### src/rtl/gpio_mp_pkg.sv
package gpio_mp_pkg;

    // Register targeted by the current bus address
    typedef enum logic [1:0] {
        TGT_NONE = 2'd0,
        TGT_DATA = 2'd1,
        TGT_DIR  = 2'd2,
        TGT_EN   = 2'd3
    } gpio_tgt_e;

endpackage

### src/rtl/gpio_mp_sync.sv
module gpio_mp_sync #(
    parameter int unsigned WIDTH  = 8,
    parameter int unsigned STAGES = 2
) (
    input  logic             clk,
    input  logic             rst_n,
    input  logic [WIDTH-1:0] din,
    output logic [WIDTH-1:0] dout
);
    localparam int unsigned LAST = STAGES - 1;

    logic [STAGES-1:0][WIDTH-1:0] chain_d, chain_q;

    always_comb begin
        chain_d[0] = din;
        for (int k = 1; k < STAGES; k++) begin
            chain_d[k] = chain_q[k-1];
        end
    end

    always_ff @(posedge clk or negedge rst_n) begin
        if (!rst_n) chain_q <= '0;
        else        chain_q <= chain_d;
    end

    assign dout = chain_q[LAST];
endmodule

### src/rtl/gpio_mp_decode.sv
module gpio_mp_decode
    import gpio_mp_pkg::*;
#(
    parameter int unsigned ADDR_W   = 12,
    parameter int unsigned NUM_PINS = 8,
    parameter int unsigned DIR_OFS  = 32'h400,
    parameter int unsigned EN_OFS   = 32'h420
) (
    input  logic [ADDR_W-1:2]   word_addr,
    output gpio_tgt_e           tgt,
    output logic [NUM_PINS-1:0] mask
);
    localparam int unsigned MASK_HI = NUM_PINS + 1;
    localparam int unsigned WIN_LO  = NUM_PINS + 2;
    localparam logic [ADDR_W-1:0] DIR_A = ADDR_W'(DIR_OFS);
    localparam logic [ADDR_W-1:0] EN_A  = ADDR_W'(EN_OFS);

    logic in_window;

    assign in_window = (word_addr[ADDR_W-1:WIN_LO] == '0);
    assign mask      = word_addr[MASK_HI:2];

    always_comb begin
        if (in_window)                          tgt = TGT_DATA;
        else if (word_addr == DIR_A[ADDR_W-1:2]) tgt = TGT_DIR;
        else if (word_addr == EN_A[ADDR_W-1:2])  tgt = TGT_EN;
        else                                     tgt = TGT_NONE;
    end
endmodule

### src/rtl/gpio_mp_regs.sv
module gpio_mp_regs
    import gpio_mp_pkg::*;
#(
    parameter int unsigned NUM_PINS = 8
) (
    input  logic                clk,
    input  logic                rst_n,
    input  logic                wr,
    input  gpio_tgt_e           tgt,
    input  logic [NUM_PINS-1:0] mask,
    input  logic [NUM_PINS-1:0] wdata,
    output logic [NUM_PINS-1:0] out_q,
    output logic [NUM_PINS-1:0] dir_q,
    output logic [NUM_PINS-1:0] en_q
);
    typedef struct packed {
        logic [NUM_PINS-1:0] latch;
        logic [NUM_PINS-1:0] dir;
        logic [NUM_PINS-1:0] en;
    } regs_t;

    regs_t st_d, st_q;

    always_comb begin
        st_d = st_q;
        if (wr) begin
            case (tgt)
                TGT_DATA: st_d.latch = (st_q.latch & ~mask) | (wdata & mask);
                TGT_DIR:  st_d.dir   = wdata;
                TGT_EN:   st_d.en    = wdata;
                default:  st_d       = st_q;
            endcase
        end
    end

    always_ff @(posedge clk or negedge rst_n) begin
        if (!rst_n) st_q <= '0;
        else        st_q <= st_d;
    end

    assign out_q = st_q.latch;
    assign dir_q = st_q.dir;
    assign en_q  = st_q.en;
endmodule

### src/rtl/gpio_mp_rdmux.sv
module gpio_mp_rdmux
    import gpio_mp_pkg::*;
#(
    parameter int unsigned NUM_PINS = 8
) (
    input  gpio_tgt_e           tgt,
    input  logic [NUM_PINS-1:0] mask,
    input  logic [NUM_PINS-1:0] out_q,
    input  logic [NUM_PINS-1:0] dir_q,
    input  logic [NUM_PINS-1:0] en_q,
    input  logic [NUM_PINS-1:0] sync_in,
    output logic [NUM_PINS-1:0] rd_value
);
    logic [NUM_PINS-1:0] window_val;

    for (genvar n = 0; n < NUM_PINS; n++) begin : g_bit
        assign window_val[n] = mask[n] & (dir_q[n] ? out_q[n] : sync_in[n]);
    end

    always_comb begin
        case (tgt)
            TGT_DATA: rd_value = window_val;
            TGT_DIR:  rd_value = dir_q;
            TGT_EN:   rd_value = en_q;
            default:  rd_value = '0;
        endcase
    end
endmodule

### src/rtl/gpio_masked_port.sv
module gpio_masked_port
    import gpio_mp_pkg::*;
#(
    parameter int unsigned ADDR_W      = 12,
    parameter int unsigned NUM_PINS    = 8,
    parameter int unsigned SYNC_STAGES = 2,
    parameter int unsigned DIR_OFS     = 32'h400,
    parameter int unsigned EN_OFS      = 32'h420
) (
    input  logic                clk,
    input  logic                rst_n,
    input  logic                bus_rd,
    input  logic                bus_wr,
    input  logic [ADDR_W-1:0]   bus_addr,
    input  logic [NUM_PINS-1:0] bus_wdata,
    output logic [NUM_PINS-1:0] bus_rdata,
    input  logic [NUM_PINS-1:0] pin_in,
    output logic [NUM_PINS-1:0] pin_out,
    output logic [NUM_PINS-1:0] pin_oe,
    output logic [NUM_PINS-1:0] pin_in_sync
);
    gpio_tgt_e           tgt;
    logic [NUM_PINS-1:0] mask;
    logic [NUM_PINS-1:0] out_q, dir_q, en_q;
    logic [NUM_PINS-1:0] sync_in;
    logic [NUM_PINS-1:0] rd_value;
    logic [NUM_PINS-1:0] rdata_d, rdata_q;
    logic                unused_lsb;

    assign unused_lsb = ^bus_addr[1:0];

    gpio_mp_sync #(.WIDTH(NUM_PINS), .STAGES(SYNC_STAGES)) u_sync (
        .clk  (clk),
        .rst_n(rst_n),
        .din  (pin_in),
        .dout (sync_in)
    );

    gpio_mp_decode #(
        .ADDR_W(ADDR_W), .NUM_PINS(NUM_PINS), .DIR_OFS(DIR_OFS), .EN_OFS(EN_OFS)
    ) u_decode (
        .word_addr(bus_addr[ADDR_W-1:2]),
        .tgt      (tgt),
        .mask     (mask)
    );

    gpio_mp_regs #(.NUM_PINS(NUM_PINS)) u_regs (
        .clk  (clk),
        .rst_n(rst_n),
        .wr   (bus_wr),
        .tgt  (tgt),
        .mask (mask),
        .wdata(bus_wdata),
        .out_q(out_q),
        .dir_q(dir_q),
        .en_q (en_q)
    );

    gpio_mp_rdmux #(.NUM_PINS(NUM_PINS)) u_rdmux (
        .tgt     (tgt),
        .mask    (mask),
        .out_q   (out_q),
        .dir_q   (dir_q),
        .en_q    (en_q),
        .sync_in (sync_in),
        .rd_value(rd_value)
    );

    always_comb begin
        rdata_d = bus_rd ? rd_value : '0;
    end

    always_ff @(posedge clk or negedge rst_n) begin
        if (!rst_n) rdata_q <= '0;
        else        rdata_q <= rdata_d;
    end

    assign bus_rdata   = rdata_q;
    assign pin_out     = out_q;
    assign pin_oe      = dir_q & en_q;
    assign pin_in_sync = sync_in;
endmodule

### config.mk
export PLATFORM = sky130hd
export DESIGN_NAME = gpio_masked_port
export DESIGN_NICKNAME = d
export VERILOG_FILES = /design/src/rtl/gpio_mp_pkg.sv /design/src/rtl/gpio_mp_sync.sv /design/src/rtl/gpio_mp_decode.sv /design/src/rtl/gpio_mp_regs.sv /design/src/rtl/gpio_mp_rdmux.sv /design/src/rtl/gpio_masked_port.sv
export SDC_FILE = /design/constraint.sdc
export NUM_CORES = 1
export LEC_CHECK = 0
export BUFFER_PORTS_ARGS = -buffer_cell sky130_fd_sc_hd__buf_4
export CORE_UTILIZATION = 35
export DETAILED_ROUTE_END_ITERATION = 10
export PLACE_DENSITY = 0.58
export REMOVE_ABC_BUFFERS = 1
export SYNTH_ARGS = -nofsm -noshare
export SYNTH_HDL_FRONTEND = slang
export SYNTH_SLANG_ARGS = --single-unit
### constraint.sdc
create_clock -name clk -period 1.24 [get_ports clk]
set_input_delay 0.124 -clock clk [delete_from_list [all_inputs] [get_ports clk]]
set_output_delay 0.124 -clock clk [all_outputs]
set_load 0.03 [all_outputs]
==> flow_metrics.env <==
export IMPL_grt_pass1_vias=1477
export IMPL_antenna_found_initial=0
export IMPL_boundaryPins=64
export IMPL_via_per_inst=4.752
export IMPL_ys_seq_area_share_pct=61.46
export IMPL_p_leak_nw=1.398
export IMPL_place_hpwl_um=3364
export IMPL_p_per_area_nw_per_um2=1238
export IMPL_fin_setup_tns_ns=0
export IMPL_clock_latency_ns=0.30
export IMPL_syn_avg_cell_area_um2=14.16
export IMPL_pwr_share_clk_pct=34.6
export IMPL_cp_slowest_stage_delay_ns=0.42
export IMPL_nets=264
export IMPL_die_area_um2=5887
export IMPL_clkTransAtPathRegs_ns=0.08
export IMPL_wl_per_cell_um=14.91
export IMPL_grt_max_degree=49
export IMPL_drc=0
export IMPL_hold_viol_final=0
export IMPL_synth_area_um2=1954
export IMPL_die_y_um=76.73
export IMPL_startpoint_type="register"
export IMPL_tightest_slew_ns=0.5912
export IMPL_relSlewSlack_pct=60.59
export IMPL_combPwrFrac_pct=16.6
export IMPL_skew_ns=0.003137
export IMPL_start_util_pct=37.31
export IMPL_async_flop_share_pct=100.0
export IMPL_setup_viol=0
export IMPL_drtAntennaViolNets=0
export IMPL_irDropWorstVdd_v=0.0006959
export IMPL_die_w_um=76.73
export IMPL_first_pass_iters=4
export IMPL_gp_congestion=0.8389
export IMPL_synth_main_ff_cell="dfrtp_1"
export IMPL_cts_made_buffers=5
export IMPL_period_share_pct=94.74
export IMPL_timing_rr_start="u_regs.dir_q[2]$_DFFE_PN0P_"
export IMPL_post_cts_setup_buffers=0
export IMPL_fin_ws_ns=0.06520
export IMPL_slew_violations=0
export IMPL_p_seq_share_pct=48.8
export IMPL_min_from="bus_wdata[3]"
export IMPL_port_buffers=61
export IMPL_synth_common_cells="dfrtp_1 (48), mux2_2 (35), and2_1 (9), nand2_1 (9), nand3_1 (9)"
export IMPL_postSynthCellCount=138
export IMPL_nFillCells=459
export IMPL_synth_seq_cells=48
export IMPL_synth_edf_count=0
export IMPL_core_um2=5238
export IMPL_cp_max_fo=4
export IMPL_rsz0062_at_grt="no"
export IMPL_yosysMostFrequentCell="dfrtp_1"
export IMPL_crit_required_ns=1.12
export IMPL_grt_pass1_wl_um=7355
export IMPL_p_switching_uw=878.5
export IMPL_fmax_mhz=851.2
export IMPL_cts_sinks=48
export IMPL_switching_share_pct=24.93
export IMPL_grt_remaining_overflow=0
export IMPL_timing_rr_end="bus_rdata[2]$_DFF_PN0_"
export IMPL_rrSetupSlack_ns=0.21
export IMPL_drive_above_1_share_pct=54.51
export IMPL_drtIter0Drc=124
export IMPL_p_int_mw=2.645
export IMPL_synthTopCellsByArea="dfrtp_1 (61%), mux2_2 (20%), and2_1 (2.9%), mux2i_1 (2.6%), nand3_1 (2.3%)"
export IMPL_maxCapViolCount=0
export IMPL_critPathArrivalTime_ns=1.05
export IMPL_cts_tree="yes"
export IMPL_syn_to_final_growth_pct=45.65
export IMPL_fin_hold_ws_ns=0.06671
export IMPL_fp_row_count=26
export IMPL_fin_total_pwr_mw=3.523
export IMPL_htreeDepth=2
export IMPL_synth_distinct_cells=18
export IMPL_wl_um=4517
export IMPL_synth_top_cell_by_area="dfrtp_1"
export IMPL_pre_cts_slack_ns=-0.1175
export IMPL_layout_min_cycle_time_ns=1.175
export IMPL_crit_slowest_cell="dfrtp_1"
export IMPL_critical_path_class="reg2out"
export IMPL_clockBufferDepth=2
export IMPL_gr_usage_all_layers_pct=16.40
export IMPL_status="complete, no violations"
export IMPL_setup_worst_path_start="u_regs.dir_q[2]$_DFFE_PN0P_"
export IMPL_antenna_cells=0
export IMPL_synth_top_area_share_pct=61.46
export IMPL_clockRootBuffer="clkbuf_8"
export IMPL_crit_chain="and2_1 -> buf_4"
export IMPL_worstSetupEndpointType="output port"
export IMPL_hold_class="in2reg"
export IMPL_worstSetupEndpoint="pin_oe[2]"
export IMPL_vias=1440
export IMPL_synth_warnings=0
export IMPL_ff2ff_path_depth=3
-- layout by cell type (no fill, tap or decap), types with 3 or more instances in the layout --
master         count
and2_1             9
dlygate4sd3_1      9
nand2_1            9
mux2i_1            5
dfrtp_1           48
clkbuf_8           7
nand3_1            9
o21ai_0            5
a21oi_1            3
nand4_1            3
buf_4             79
mux2_2            35
-- what timing repair did --
| action | CTS | global route |
|---|---|---|
| hold buffers | 9 | 0 |
| endpoints found under the hold margin | 56 | 0 |
| resized for setup | 0 | 0 |
-- layer usage --
| layer | up-vias | global-route usage, % | wire length (um) |
|---|---|---|---|
| li1 | 682 | - | - |
| met5 | - | 0 | 0 |
| met2 | 55 | 24.38 | 2051 |
| met4 | 0 | 4.038 | 25 |
| met1 | 699 | 22.74 | 2127 |
| met3 | 4 | 5.833 | 312 |
-- cell type report --
type | instances | area (um^2) | area share, %
tap | 70 | 87.58 | 3.077
sequential | 48 | 1201 | 42.20
clock inverter | 1 | 30.03 | 1.055
multi-input combinational | 89 | 748.2 | 26.29
timing repair buffer | 88 | 683.2 | 24.00
clock buffer | 7 | 96.34 | 3.385
-- logic make-up after synthesis --
logic type,after synthesis,synth area share [%]
AO/OA/AOI/OAI,8,2.048
buffers and inverters,1,0.2558
flip-flops,48,61.46
multiplexers,40,22.73
AND/OR/NAND/NOR,41,13.51
-- power by group through the flow --
| stage | sequential [mW] | clock [mW] | combinational [mW] |
|---|---|---|---|
| after detailed placement | 1.75 | 0 | 0.567 |
| after floorplan | 1.89 | 0 | 0.111 |
| final | 1.72 | 1.22 | 0.584 |
| after global placement | 1.74 | 0 | 0.561 |
| after global routing | 1.73 | 1.33 | 0.622 |
| after CTS | 1.72 | 1.26 | 0.592 |
-- per-stage QoR --
stage | utilization (%) | cells | instance area (um^2)
after floorplan | - | 137 | 1949
after global placement | 50.21 | 286 | 2630
after detailed placement | 50.21 | 286 | 2630
after CTS | 54.35 | 303 | 2846
after global routing | 54.35 | 303 | 2846
final | 54.35 | 303 | 2846
-- worst max-delay path: cells and delay by family, from the launching register on --
kind,cells,cell delay [ns]
flops,1,0.42
simple gates,1,0.17
buf+inv,1,0.16
-- worst min path at each step --
stage,to,cells after the start
floorplan,async pin,0
global placement,u_sync.dout[6]$_DFF_PN0_,1
detailed placement,u_sync.dout[6]$_DFF_PN0_,1
CTS,u_regs.en_q[7]$_DFFE_PN0P_,2
global route,u_regs.en_q[3]$_DFFE_PN0P_,2
finish,u_regs.en_q[3]$_DFFE_PN0P_,2
(Power assumes the default switching activity.)
